==> src/rtl/io_trap_pkg.sv <==
package io_trap_pkg;

  typedef enum logic {
    DIR_RD = 1'b0,
    DIR_WR = 1'b1
  } io_dir_e;

  function automatic int unsigned idx_width(input int unsigned n);
    return (n > 1) ? $clog2(n) : 1;
  endfunction

endpackage

==> src/rtl/io_trap_decode.sv <==
module io_trap_decode #(
  parameter int unsigned NUM_TRAPS = 4,
  parameter int unsigned ADDR_W    = 16
) (
  input  logic                          cyc_valid,
  input  logic                          cyc_io,
  input  logic [ADDR_W-1:0]             cyc_addr,
  input  logic [NUM_TRAPS-1:0]          arm,
  input  logic [NUM_TRAPS*ADDR_W-1:0]   base_flat,
  input  logic [NUM_TRAPS*ADDR_W-1:0]   mask_flat,
  output logic [NUM_TRAPS-1:0]          hit
);

  logic io_cyc;

  assign io_cyc = cyc_valid & cyc_io;

  for (genvar k = 0; k < NUM_TRAPS; k++) begin : g_slot
    logic [ADDR_W-1:0] base_k;
    logic [ADDR_W-1:0] care_k;
    logic              in_win;

    assign base_k = base_flat[k*ADDR_W +: ADDR_W];
    assign care_k = ~mask_flat[k*ADDR_W +: ADDR_W];
    assign in_win = ((cyc_addr ^ base_k) & care_k) == '0;
    assign hit[k] = io_cyc & arm[k] & in_win;
  end

endmodule

==> src/rtl/io_trap_prio.sv <==
module io_trap_prio #(
  parameter int unsigned NUM_TRAPS = 4,
  localparam int unsigned IDX_W    = io_trap_pkg::idx_width(NUM_TRAPS)
) (
  input  logic [NUM_TRAPS-1:0] req,
  output logic                 any,
  output logic [IDX_W-1:0]     win_idx,
  output logic [NUM_TRAPS-1:0] win_oh
);

  always_comb begin
    win_idx = '0;
    win_oh  = '0;
    for (int i = NUM_TRAPS - 1; i >= 0; i--) begin
      if (req[i]) begin
        win_idx = IDX_W'(i);
        win_oh  = '0;
        win_oh[i] = 1'b1;
      end
    end
  end

  assign any = |req;

endmodule

==> src/rtl/io_trap_status.sv <==
module io_trap_status #(
  parameter int unsigned NUM_TRAPS = 4,
  parameter int unsigned ADDR_W    = 16,
  parameter int unsigned DATA_W    = 8,
  localparam int unsigned IDX_W    = io_trap_pkg::idx_width(NUM_TRAPS)
) (
  input  logic                 clk,
  input  logic                 rst_n,
  input  logic                 fire,
  input  logic [NUM_TRAPS-1:0] fire_oh,
  input  logic [IDX_W-1:0]     fire_idx,
  input  logic [ADDR_W-1:0]    fire_addr,
  input  logic                 fire_write,
  input  logic [DATA_W-1:0]    fire_wdata,
  input  logic                 clr_valid,
  input  logic [NUM_TRAPS-1:0] clr_bits,
  output logic [NUM_TRAPS-1:0] sts,
  output logic [IDX_W-1:0]     cap_idx,
  output logic [ADDR_W-1:0]    cap_addr,
  output logic                 cap_write,
  output logic [DATA_W-1:0]    cap_wdata,
  output logic                 irq
);
  import io_trap_pkg::*;

  logic [NUM_TRAPS-1:0] sts_q, sts_d;
  logic                 sts_en;
  logic                 cap_en;
  logic [IDX_W-1:0]     idx_q;
  logic [ADDR_W-1:0]    addr_q;
  io_dir_e              dir_q, dir_d;
  logic [DATA_W-1:0]    wdata_q;
  logic                 irq_q, irq_d;

  always_comb begin
    sts_d = sts_q;
    if (clr_valid) sts_d = sts_d & ~clr_bits;
    if (fire)      sts_d = sts_d | fire_oh;
    sts_en = fire | clr_valid;
    cap_en = fire & (sts_q == '0);
    dir_d  = fire_write ? DIR_WR : DIR_RD;
    irq_d  = |sts_d;
  end

  always_ff @(posedge clk or negedge rst_n) begin
    if (!rst_n) begin
      sts_q <= '0;
      irq_q <= 1'b0;
    end else if (sts_en) begin
      sts_q <= sts_d;
      irq_q <= irq_d;
    end
  end

  always_ff @(posedge clk or negedge rst_n) begin
    if (!rst_n) begin
      idx_q   <= '0;
      addr_q  <= '0;
      dir_q   <= DIR_RD;
      wdata_q <= '0;
    end else if (cap_en) begin
      idx_q   <= fire_idx;
      addr_q  <= fire_addr;
      dir_q   <= dir_d;
      wdata_q <= fire_wdata;
    end
  end

  assign sts       = sts_q;
  assign irq       = irq_q;
  assign cap_idx   = idx_q;
  assign cap_addr  = addr_q;
  assign cap_write = (dir_q == DIR_WR);
  assign cap_wdata = wdata_q;

endmodule

==> src/rtl/io_trap_ctrl.sv <==
module io_trap_ctrl #(
  parameter int unsigned NUM_TRAPS = 4,
  parameter int unsigned ADDR_W    = 16,
  parameter int unsigned DATA_W    = 8,
  localparam int unsigned IDX_W    = io_trap_pkg::idx_width(NUM_TRAPS)
) (
  input  logic                          clk,
  input  logic                          rst_n,
  input  logic                          hst_valid,
  input  logic                          hst_io,
  input  logic                          hst_write,
  input  logic [ADDR_W-1:0]             hst_addr,
  input  logic [DATA_W-1:0]             hst_wdata,
  output logic [DATA_W-1:0]             hst_rdata,
  output logic                          hst_trapped,
  output logic                          dev_valid,
  output logic                          dev_write,
  output logic [ADDR_W-1:0]             dev_addr,
  output logic [DATA_W-1:0]             dev_wdata,
  input  logic [DATA_W-1:0]             dev_rdata,
  input  logic [NUM_TRAPS-1:0]          trap_arm,
  input  logic [NUM_TRAPS*ADDR_W-1:0]   trap_base,
  input  logic [NUM_TRAPS*ADDR_W-1:0]   trap_mask,
  input  logic                          clr_valid,
  input  logic [NUM_TRAPS-1:0]          clr_bits,
  output logic [NUM_TRAPS-1:0]          trap_sts,
  output logic [IDX_W-1:0]              cap_idx,
  output logic [ADDR_W-1:0]             cap_addr,
  output logic                          cap_write,
  output logic [DATA_W-1:0]             cap_wdata,
  output logic                          smi
);

  logic [NUM_TRAPS-1:0] hit;
  logic                 any_hit;
  logic [IDX_W-1:0]     win_idx;
  logic [NUM_TRAPS-1:0] win_oh;

  io_trap_decode #(
    .NUM_TRAPS (NUM_TRAPS),
    .ADDR_W    (ADDR_W)
  ) u_decode (
    .cyc_valid (hst_valid),
    .cyc_io    (hst_io),
    .cyc_addr  (hst_addr),
    .arm       (trap_arm),
    .base_flat (trap_base),
    .mask_flat (trap_mask),
    .hit       (hit)
  );

  io_trap_prio #(
    .NUM_TRAPS (NUM_TRAPS)
  ) u_prio (
    .req     (hit),
    .any     (any_hit),
    .win_idx (win_idx),
    .win_oh  (win_oh)
  );

  io_trap_status #(
    .NUM_TRAPS (NUM_TRAPS),
    .ADDR_W    (ADDR_W),
    .DATA_W    (DATA_W)
  ) u_status (
    .clk        (clk),
    .rst_n      (rst_n),
    .fire       (any_hit),
    .fire_oh    (win_oh),
    .fire_idx   (win_idx),
    .fire_addr  (hst_addr),
    .fire_write (hst_write),
    .fire_wdata (hst_wdata),
    .clr_valid  (clr_valid),
    .clr_bits   (clr_bits),
    .sts        (trap_sts),
    .cap_idx    (cap_idx),
    .cap_addr   (cap_addr),
    .cap_write  (cap_write),
    .cap_wdata  (cap_wdata),
    .irq        (smi)
  );

  // Forwarding gate: a trapped cycle never reaches the device.
  assign hst_trapped = any_hit;
  assign dev_valid   = hst_valid & ~any_hit;
  assign dev_write   = hst_write;
  assign dev_addr    = hst_addr;
  assign dev_wdata   = hst_wdata;
  assign hst_rdata   = (any_hit && !hst_write) ? {DATA_W{1'b1}} : dev_rdata;

endmodule

==> config.mk <==
export PLATFORM = sky130hd
export DESIGN_NAME = io_trap_ctrl
export DESIGN_NICKNAME = d
export VERILOG_FILES = /design/src/rtl/io_trap_pkg.sv /design/src/rtl/io_trap_decode.sv /design/src/rtl/io_trap_prio.sv /design/src/rtl/io_trap_status.sv /design/src/rtl/io_trap_ctrl.sv
export SDC_FILE = /design/constraint.sdc
export NUM_CORES = 1
export LEC_CHECK = 0
export CORE_MARGIN = 4
export CORE_UTILIZATION = 29
export CTS_CLUSTER_DIAMETER = 50
export DETAILED_ROUTE_END_ITERATION = 10
export HOLD_SLACK_MARGIN = 0.12
export PLACE_DENSITY = 0.77
export SLEW_MARGIN = 10
export SYNTH_ARGS = -nofsm -noshare
export SYNTH_HDL_FRONTEND = slang
export SYNTH_SLANG_ARGS = --single-unit
==> constraint.sdc <==
create_clock -name clk -period 5.45 [get_ports clk]
set_input_delay 0.8175 -clock clk [delete_from_list [all_inputs] [get_ports clk]]
set_output_delay 0.8175 -clock clk [all_outputs]
set_load 0.02 [all_outputs]
## Word level (Yosys, flattened, before mapping)

Index checks and enable logic that the tools add are counted.
Widths: inputs -> output; s select.

- Latch bits: 0
- Register bits: 32
- ROM bits: 0
- Memory bits (writable): 0
- Memories kept: 0

- Eq/ne operators: 0
- Multiplexer cells: 12
- Add/sub/neg operators: 0
- Shift operators: 0
- $lt $le $gt $ge: 0
- Bitwise gates (word level): 28
- Div/mod/pow operators: 0
- Multipliers: 0
- Reduce and logical (&&, ||, !) cells: 9

Operators by type and width:

| operator | count |
|---|---|
| $and 16x16->16 | 4 |
| $logic_not 16->1 | 4 |
| $not 16->16 | 4 |
| $xor 16x16->16 | 4 |
| $mux 4 | 6 |
| $and 1x1->1 | 11 |
| $mux 2 | 4 |
| $mux 8 | 1 |
| $reduce_or 4->1 | 2 |
| $and 4x4->4 | 1 |
| $logic_not 4->1 | 1 |
| $not 4->4 | 1 |
| $or 4x4->4 | 1 |
| $logic_and 1x1->1 | 1 |
| $logic_not 1->1 | 1 |
| $mux 1 | 1 |
| $not 1->1 | 1 |
| $or 1x1->1 | 1 |

## Depth between registers and ports, before layout

Gate-level depths: netlist (run 1).

- Word-level depth: 11
- Mapped depth: 9
- Depth with buffers taken out: 7

## Hierarchy

A second synthesis (run 1) with hierarchy kept.

- Cell total of the unflattened synthesis: 257
- Area, all modules: 2588.7 sq um

By module, submodules not included:

| module | cells an instance | instances | area each (sq um) | seq. area each (sq um) |
|---|---|---|---|---|
| io_trap_status | 79 | 1 | 1243.7 | 800.8 |
| io_trap_decode | 132 | 1 | 1026.0 | 0.0 |
| io_trap_ctrl | 35 | 1 | 257.7 | 0.0 |
| io_trap_prio | 11 | 1 | 61.3 | 0.0 |

## Least setup slack after synthesis (run 1)

No wires, ideal clock.

- Kind: input port to output port
- Start: input hst_addr[14]
- End: output hst_rdata[0]
- Cell stages on the path: 8
- Data required time: 4633 ps
- Slack: 2198 ps
- Arrival: 2434 ps
- Buffers on the path: 1
- Path through: buf_2 > xnor2_1 > o22ai_1 > nor4_2 > o2111ai_2 > nand4_2 > nor2b_1 > or2_2

- Cells in the longest elaborated chain, start to end: 7

RTL lines:

| element | line | source |
|---|---|---|
| start: declaration | io_trap_ctrl.sv:12 | `input logic [ADDR_W-1:0] hst_addr,` |
| $xor 16x16->16 | io_trap_decode.sv:25 | `assign in_win = ((cyc_addr ^ base_k) & care_k) == '0;` |
| $and 16x16->16 | io_trap_decode.sv:25 |  |
| $logic_not 16->1 | io_trap_decode.sv:25 |  |
| $and 1x1->1 | io_trap_decode.sv:26 | `assign hit[k] = io_cyc & arm[k] & in_win;` |
| $reduce_or 4->1 (*) | io_trap_prio.sv:23 | `assign any = \|req;` |
| net hst_trapped | io_trap_ctrl.sv:15 | `output logic hst_trapped,` |
| $logic_and 1x1->1 (*) | io_trap_ctrl.sv:90 | `assign hst_rdata = (any_hit && !hst_write) ? {DATA_W{1'b1}} : dev_rdata;` |
| $mux 8 (*) | io_trap_ctrl.sv:90 |  |
| end: declaration | io_trap_ctrl.sv:14 | `output logic [DATA_W-1:0] hst_rdata,` |

The timed path passes the listed nets; every way through them passes the cells marked *.

## Worst setup path in the final report (run 1)

- Start: input hst_addr[5]
- End: output hst_rdata[4]

- Cells in the longest elaborated chain, start to end: 7

RTL lines:

| element | line |
|---|---|
| $xor 16x16->16 | io_trap_decode.sv:25 |
| $and 16x16->16 | io_trap_decode.sv:25 |
| $logic_not 16->1 | io_trap_decode.sv:25 |
| $and 1x1->1 | io_trap_decode.sv:26 |
| $reduce_or 4->1 (*) | io_trap_prio.sv:23 |
| $logic_and 1x1->1 (*) | io_trap_ctrl.sv:90 |
| $mux 8 (*) | io_trap_ctrl.sv:90 |

Mark *: on every way between the ends. The rest lies on a longest branch, timed or not.

==> run metrics, run 1 <==
Leak=1.970 nW; global-route wire length before repair=14860 um; CP Launch Type=input port; Detailed Place HPWL=8969 um; PwrDens=208.5 nW/um^2; Max Cap Viol=0; core area=8721 um^2; Netlist cell types=30; CTS tree=done; Worst Path Max Fanout=8; largest net degree at the start of global routing=33; Clock Sinks=32; Setup WS post-layout=0.7750 ns; layout cells sized above 1=9.868%; DR iter-0 viols=42; Syn Area/Cell=10.36 um^2; worst-case reg-to-reg path depth=3; row count=34; RSZ-0062 raised after global routing=no; endpoint class of the critical path=output pin; Slew HR=49.18%; DRT Pass-1 Iters=4; number of synthesized register bits=32; H-tree depth=2; GRT Total Usage=18.78%; Die Y=102.7 um; die area=10540 um^2; worst slew pin tran=0.7624 ns; register area share after synthesis=30.80%; Syn Nets=425; Setup-failing EPs final=0; # Post-CTS Setup Buffers=0; setup TNS=0 ns; Hold Fails Final Rpt=0; VDD IR max=0.0001047 V; register share of total power=30.0%; worst hold path stage count=1; ANT cells=0; Congestion Overflow GR=0; Hold WS=0.4964 ns; Clock Path Buffers=2; Clock Pin Slew Worst Setup and Hold Paths=0.07 ns; Worst Skew=0.01070 ns; most common cell after layout, fill and taps aside=clkdlybuf4s50_1; dpl ws=0.7163 ns; Port Buffers=240; crit path DAT=3.86 ns; Hold/Removal Path Class=register to register; total CTS buffers=5; Routed Antenna Nets=0; Post-synth EDFFs=0; final net count=629; critical path required time=4.63 ns; gp weighted congestion=0.8060; initial antenna violation count=0; final WL=10280 um; Most used DFF post-synth=dfrtp_1; Mapped Cells=251; asr flop ratio synth=100.0%; most frequent cells in the layout=clkdlybuf4s50_1, xnor2_1, dfrtp_1, o22ai_1, mux2_4; CTS root buf=clkbuf_8; switch share=30.07%; DRC=0; Setup CP Type=input port to output pin; initial core utilization=29.81%; DR vias=2588; outcome=complete, no violations; Design Power=1.029 mW; Fmax=0.2139 GHz; Pint=719.5 uW; relative area change from synthesis to final layout=89.75%; WL/cell=18.23 um; Chip Width=102.7 um; CTS resizes=0; Worst-Skew Late Latency=0.28 ns; logic gate share of total power=48.1%; Vias/cell=4.589; sw power=309.3 uW; final period utilization=85.78%; cts hold-fix bufs=0; fin. max-slew vios=0; I/O pin count=241; Clock Power Share=21.8%; Final min period=4.675 ns; mapped cell area=2600 um^2; vias in the first global route=2780; yosys warns=0
[metrics by stage]
step	utilization [%]	instances	area [um^2]
after floorplan	-	251	2600
after global placement	55.34	556	4826
after detailed placement	55.34	556	4826
after CTS	56.57	564	4933
after global routing	56.57	564	4933
final	56.57	564	4933
[path summary, 6_finish.rpt]
path,startpoint,end,slack [ns]
worst max-delay path,hst_addr[5],hst_rdata[4],0.78
worst min register to register,u_status.cap_addr[11],u_status.cap_addr[11],0.50
max in group asynchronous,rst_n,u_status.cap_addr[8],4.36
min in group asynchronous,rst_n,u_status.cap_addr[10],0.61
worst max register to register,u_status.sts[3],u_status.cap_addr[8],3.65
worst min-delay path,u_status.cap_addr[11],u_status.cap_addr[11],0.50
[per-layer routing]
metal | track usage (%) | part of all wire (%) | vias up
met2 | 35.50 | 54 | 142
met1 | 20.64 | 35 | 1176
met5 | 0 | 0 | -
met3 | 5.683 | 10 | 10
met4 | 3.734 | 1.2 | 0
li1 | - | - | 1260
[power groups by stage]
stage	sequential (mW)	clock, mW	combinational (mW)
finish	0.309	0.225	0.495
global route	0.314	0.244	0.525
CTS	0.309	0.232	0.503
detailed placement	0.312	0	0.501
global placement	0.311	0	0.498
floorplan	0.367	0	0.175
[cell type report]
cell class	instances	area, um^2
Clock buffer	6	72.57
Tap cell	108	135.1
Fill cell	771	3787
Multi-Input combinational cell	173	1481
Timing Repair Buffer	240	2397
Sequential cell	32	800.8
Clock inverter	2	35.03
Inverter	3	11.26
[cell usage after synthesis, drive strengths merged (2+ instances only)]
library cell / number / share of area (%)
clkbuf: 2 / 0.29
or2: 8 / 1.9
nor2: 3 / 0.43
a21oi: 4 / 0.77
mux2: 25 / 14
dfrtp: 32 / 31
xnor2: 64 / 22
nor3: 4 / 0.77
o2111ai: 7 / 3.1
inv: 3 / 0.43
nor4: 5 / 2.5
nand2: 13 / 2.2
o22ai: 25 / 6.0
o21ai: 5 / 0.96
o22a: 3 / 1.0
buf: 41 / 12
[cell families (layout without fill, tap and decap cells)]
kind of cell | Yosys count | count (layout) | synth area share (%)
multiplexers | 25 | 25 | 13.72
flip-flops | 32 | 32 | 30.80
XOR/XNOR | 64 | 64 | 21.56
buffers and inverters | 46 | 251 | 12.22
AND/OR/NAND/NOR | 39 | 39 | 9.529
AO/OA/AOI/OAI | 45 | 45 | 12.18
[registers in the layout (all words and copies together), names as in the netlist]
| register | cells |
|---|---|
| u_status.sts | 4 |
| u_status.irq | 1 |
| u_status.cap_wdata | 8 |
| u_status.cap_addr | 16 |
| u_status.cap_idx | 2 |
| u_status.cap_write | 1 |
[worst max-delay path, stage by stage]
cell and delay [ns]:
clkdlybuf4s50_1 0.72, xnor2_1 0.17, o22ai_1 0.12, nor4_2 0.36, o2111ai_2 0.29, nand4_2 0.25, nor2b_1 0.35, or2_2 0.17
clkdlybuf4s50_1 0.59
Power figures use the tool's default switching activity.
==> run 2, diff against run 1 <==
- CTS_CLUSTER_DIAMETER: 50 -> 60
- GPL_ROUTABILITY_DRIVEN: unset -> 1
==> results of run 2 <==
Same layout as run 1: the final DEF is identical, and so are final timing and power.
==> run 3, diff against run 2 <==
- CORE_MARGIN: 4 -> 2
==> run 3 against run 2 <==
- first-iteration DRC count is 36% lower
- clock power hardly changed
- hold slack worse by 0.0017 ns
- critical endpoint is now hst_rdata[0]
- largest cell class unchanged
- highest routed layer unchanged
==> run metrics, run 3 (same netlist as run 1, synthesis figures left out) <==
met1 Usage GRT=22.85% (+2.2 points); Vias/cell=4.699 (+2.4%); Worst-Skew Late Latency=0.28 ns (about the same); Port Buffers=240 (unchanged); DRT Pass-1 Iters=4 (unchanged); WL/cell=17.99 um (-1.3%); Clock Path Buffers=2 (unchanged); Fmax=0.2152 GHz (+0.62%); CTS resizes=0 (unchanged); PwrDens=209.1 nW/um^2 (+0.28%); global-route track usage on met2=37.73% (+2.2 points); max reg flops=16 (unchanged); I/O pin count=241 (unchanged); final net count=629 (unchanged); ANT cells=0 (unchanged); setup TNS=0 ns (unchanged); final period utilization=85.25% (-0.53 points); relative area change from synthesis to final layout=89.75% (unchanged); Detailed Place HPWL=8726 um (-2.7%); Clock Sinks=32 (unchanged); worst slew pin tran=0.7740 ns (+0.01165 ns); layout cells sized above 1=9.868% (unchanged); Inst Count DP=556 (unchanged); Hold/Removal Path Class=register to register; CTS root buf=clkbuf_8; Slew HR=48.40% (-0.78 points); fin. max-slew vios=0 (unchanged); gp weighted congestion=0.8525 (+5.8%); most common cell after layout, fill and taps aside=clkdlybuf4s50_1; met3 Use GR=6.596% (+0.91 points); Worst Skew=0.005890 ns (-0.004807 ns); GRT Total Usage=20.38% (+1.6 points); DR vias=2650 (+2.4%); final design area excluding fillers=4933 um^2 (unchanged); Congestion Overflow GR=0 (unchanged); Die Y=98.69 um (-3.9%); RSZ-0062 raised after global routing=no; core area=8721 um^2 (unchanged); initial core utilization=29.81% (unchanged); total CTS buffers=5 (unchanged); DR iter-0 viols=27 (-36%); CP Launch Type=input port; Chip Width=98.69 um (-3.9%); Slowest cell on crit path=clkdlybuf4s50_1; endpoint class of the critical path=output pin; DRC=0 (unchanged); VDD IR max=0.0001045 V (-0.19%); GRT Max-Usage Layer=met2; Non-Filler Instances=564 (unchanged); crit-path cells=clkdlybuf4s50_1, xnor2_1, o22ai_1, nor4_1, nand3_1, nand4_2, nor2b_1, or2_2, clkdlybuf4s50_1; Hold Fails Final Rpt=0 (unchanged); largest net degree at the start of global routing=33 (unchanged); vias in the first global route=2984 (+7.3%); CTS tree=done; crit path DAT=3.83 ns (-0.03 ns); Cell Area, Placed=4826 um^2 (unchanged); final WL=10150 um (-1.3%); global-route wire length before repair=15460 um (+4.0%); Routed Antenna Nets=0 (unchanged); Setup-failing EPs final=0 (unchanged); critical path required time=4.63 ns (about the same); Max Cap Viol=0 (unchanged); row count=34 (unchanged); initial antenna violation count=0 (unchanged); die area=9739 um^2 (-7.6%); # Post-CTS Setup Buffers=0 (unchanged); cts hold-fix bufs=0 (unchanged); Final min period=4.646 ns (-0.02891 ns); Setup CP Type=input port to output pin; Hold WS=0.4946 ns (-0.001717 ns); Worst Path Max Fanout=8 (unchanged); Design Power=1.032 mW (+0.28%); crit-path most repeated cell=clkdlybuf4s50_1; most frequent cells in the layout=clkdlybuf4s50_1, xnor2_1, dfrtp_1, o22ai_1, mux2_4; outcome=complete, no violations; Clock Pin Slew Worst Setup and Hold Paths=0.07 ns (about the same); CP max stage delay=0.60 ns (-0.12 ns); Leak=1.970 nW (unchanged); H-tree depth=2 (unchanged)
-- run 3: cell counts in the layout (fill, tap and decap cells not counted) --
Identical to the previous run, type by type.
-- run 3: per-layer routing --
| metal | vias to the layer above | part of all wire (%) |
|---|---|---|
| li1 | 1260 | - |
| met1 | 1239 | 38 |
| met2 | 141 | 52 |
| met3 | 10 | 8.4 |
| met4 | 0 | 1.4 |
| met5 | - | 0 |
-- run 3: cell type report --
type                            instances  area, um^2
Multi-Input combinational cell        173        1481
Fill cell                             777        3787
Sequential cell                        32       800.8
Tap cell                              108       135.1
Clock buffer                            6       72.57
Timing Repair Buffer                  240        2397
Clock inverter                          2       35.03
Inverter                                3       11.26
-- run 3: worst max-delay path: cells and delay by family --
| kind | cells | cell delay, ns |
|---|---|---|
| AOI/OAI and AO/OA | 1 | 0.14 |
| buffers and inverters | 2 | 1.16 |
| and+or+nand+nor | 5 | 1.44 |
| xor gates and xnor gates | 1 | 0.27 |
-- run 3: stage by stage --
step           util [%]  setup slack [ns]
6_report          56.57            0.8039
5_1_grt           56.57            0.4915
4_1_cts           56.57            0.7468
3_5_place_dp      55.34            0.7568
3_3_place_gp      55.34            0.8122
2_1_floorplan         -             2.198
-- run 3: path summary, 6_finish.rpt --
path,startpoint,end,slack (ns),cells after the start
setup / recovery,hst_addr[3],hst_rdata[0],0.80,9
hold / removal,u_status.cap_addr[11],u_status.cap_addr[11],0.49,1
setup reg to reg,u_status.sts[3],u_status.cap_addr[12],3.63,3
hold reg to reg,u_status.cap_addr[11],u_status.cap_addr[11],0.49,1
max in group asynchronous,rst_n,u_status.cap_addr[8],4.34,1
min in group asynchronous,rst_n,u_status.cap_addr[10],0.61,1
-- run 3: report_power, final --
group | switching, mW | total [mW] | internal [mW]
sequential | 0.0257 | 0.309 | 0.283
combinational | 0.194 | 0.495 | 0.301
clock | 0.0920 | 0.228 | 0.136
total | 0.312 | 1.03 | 0.720
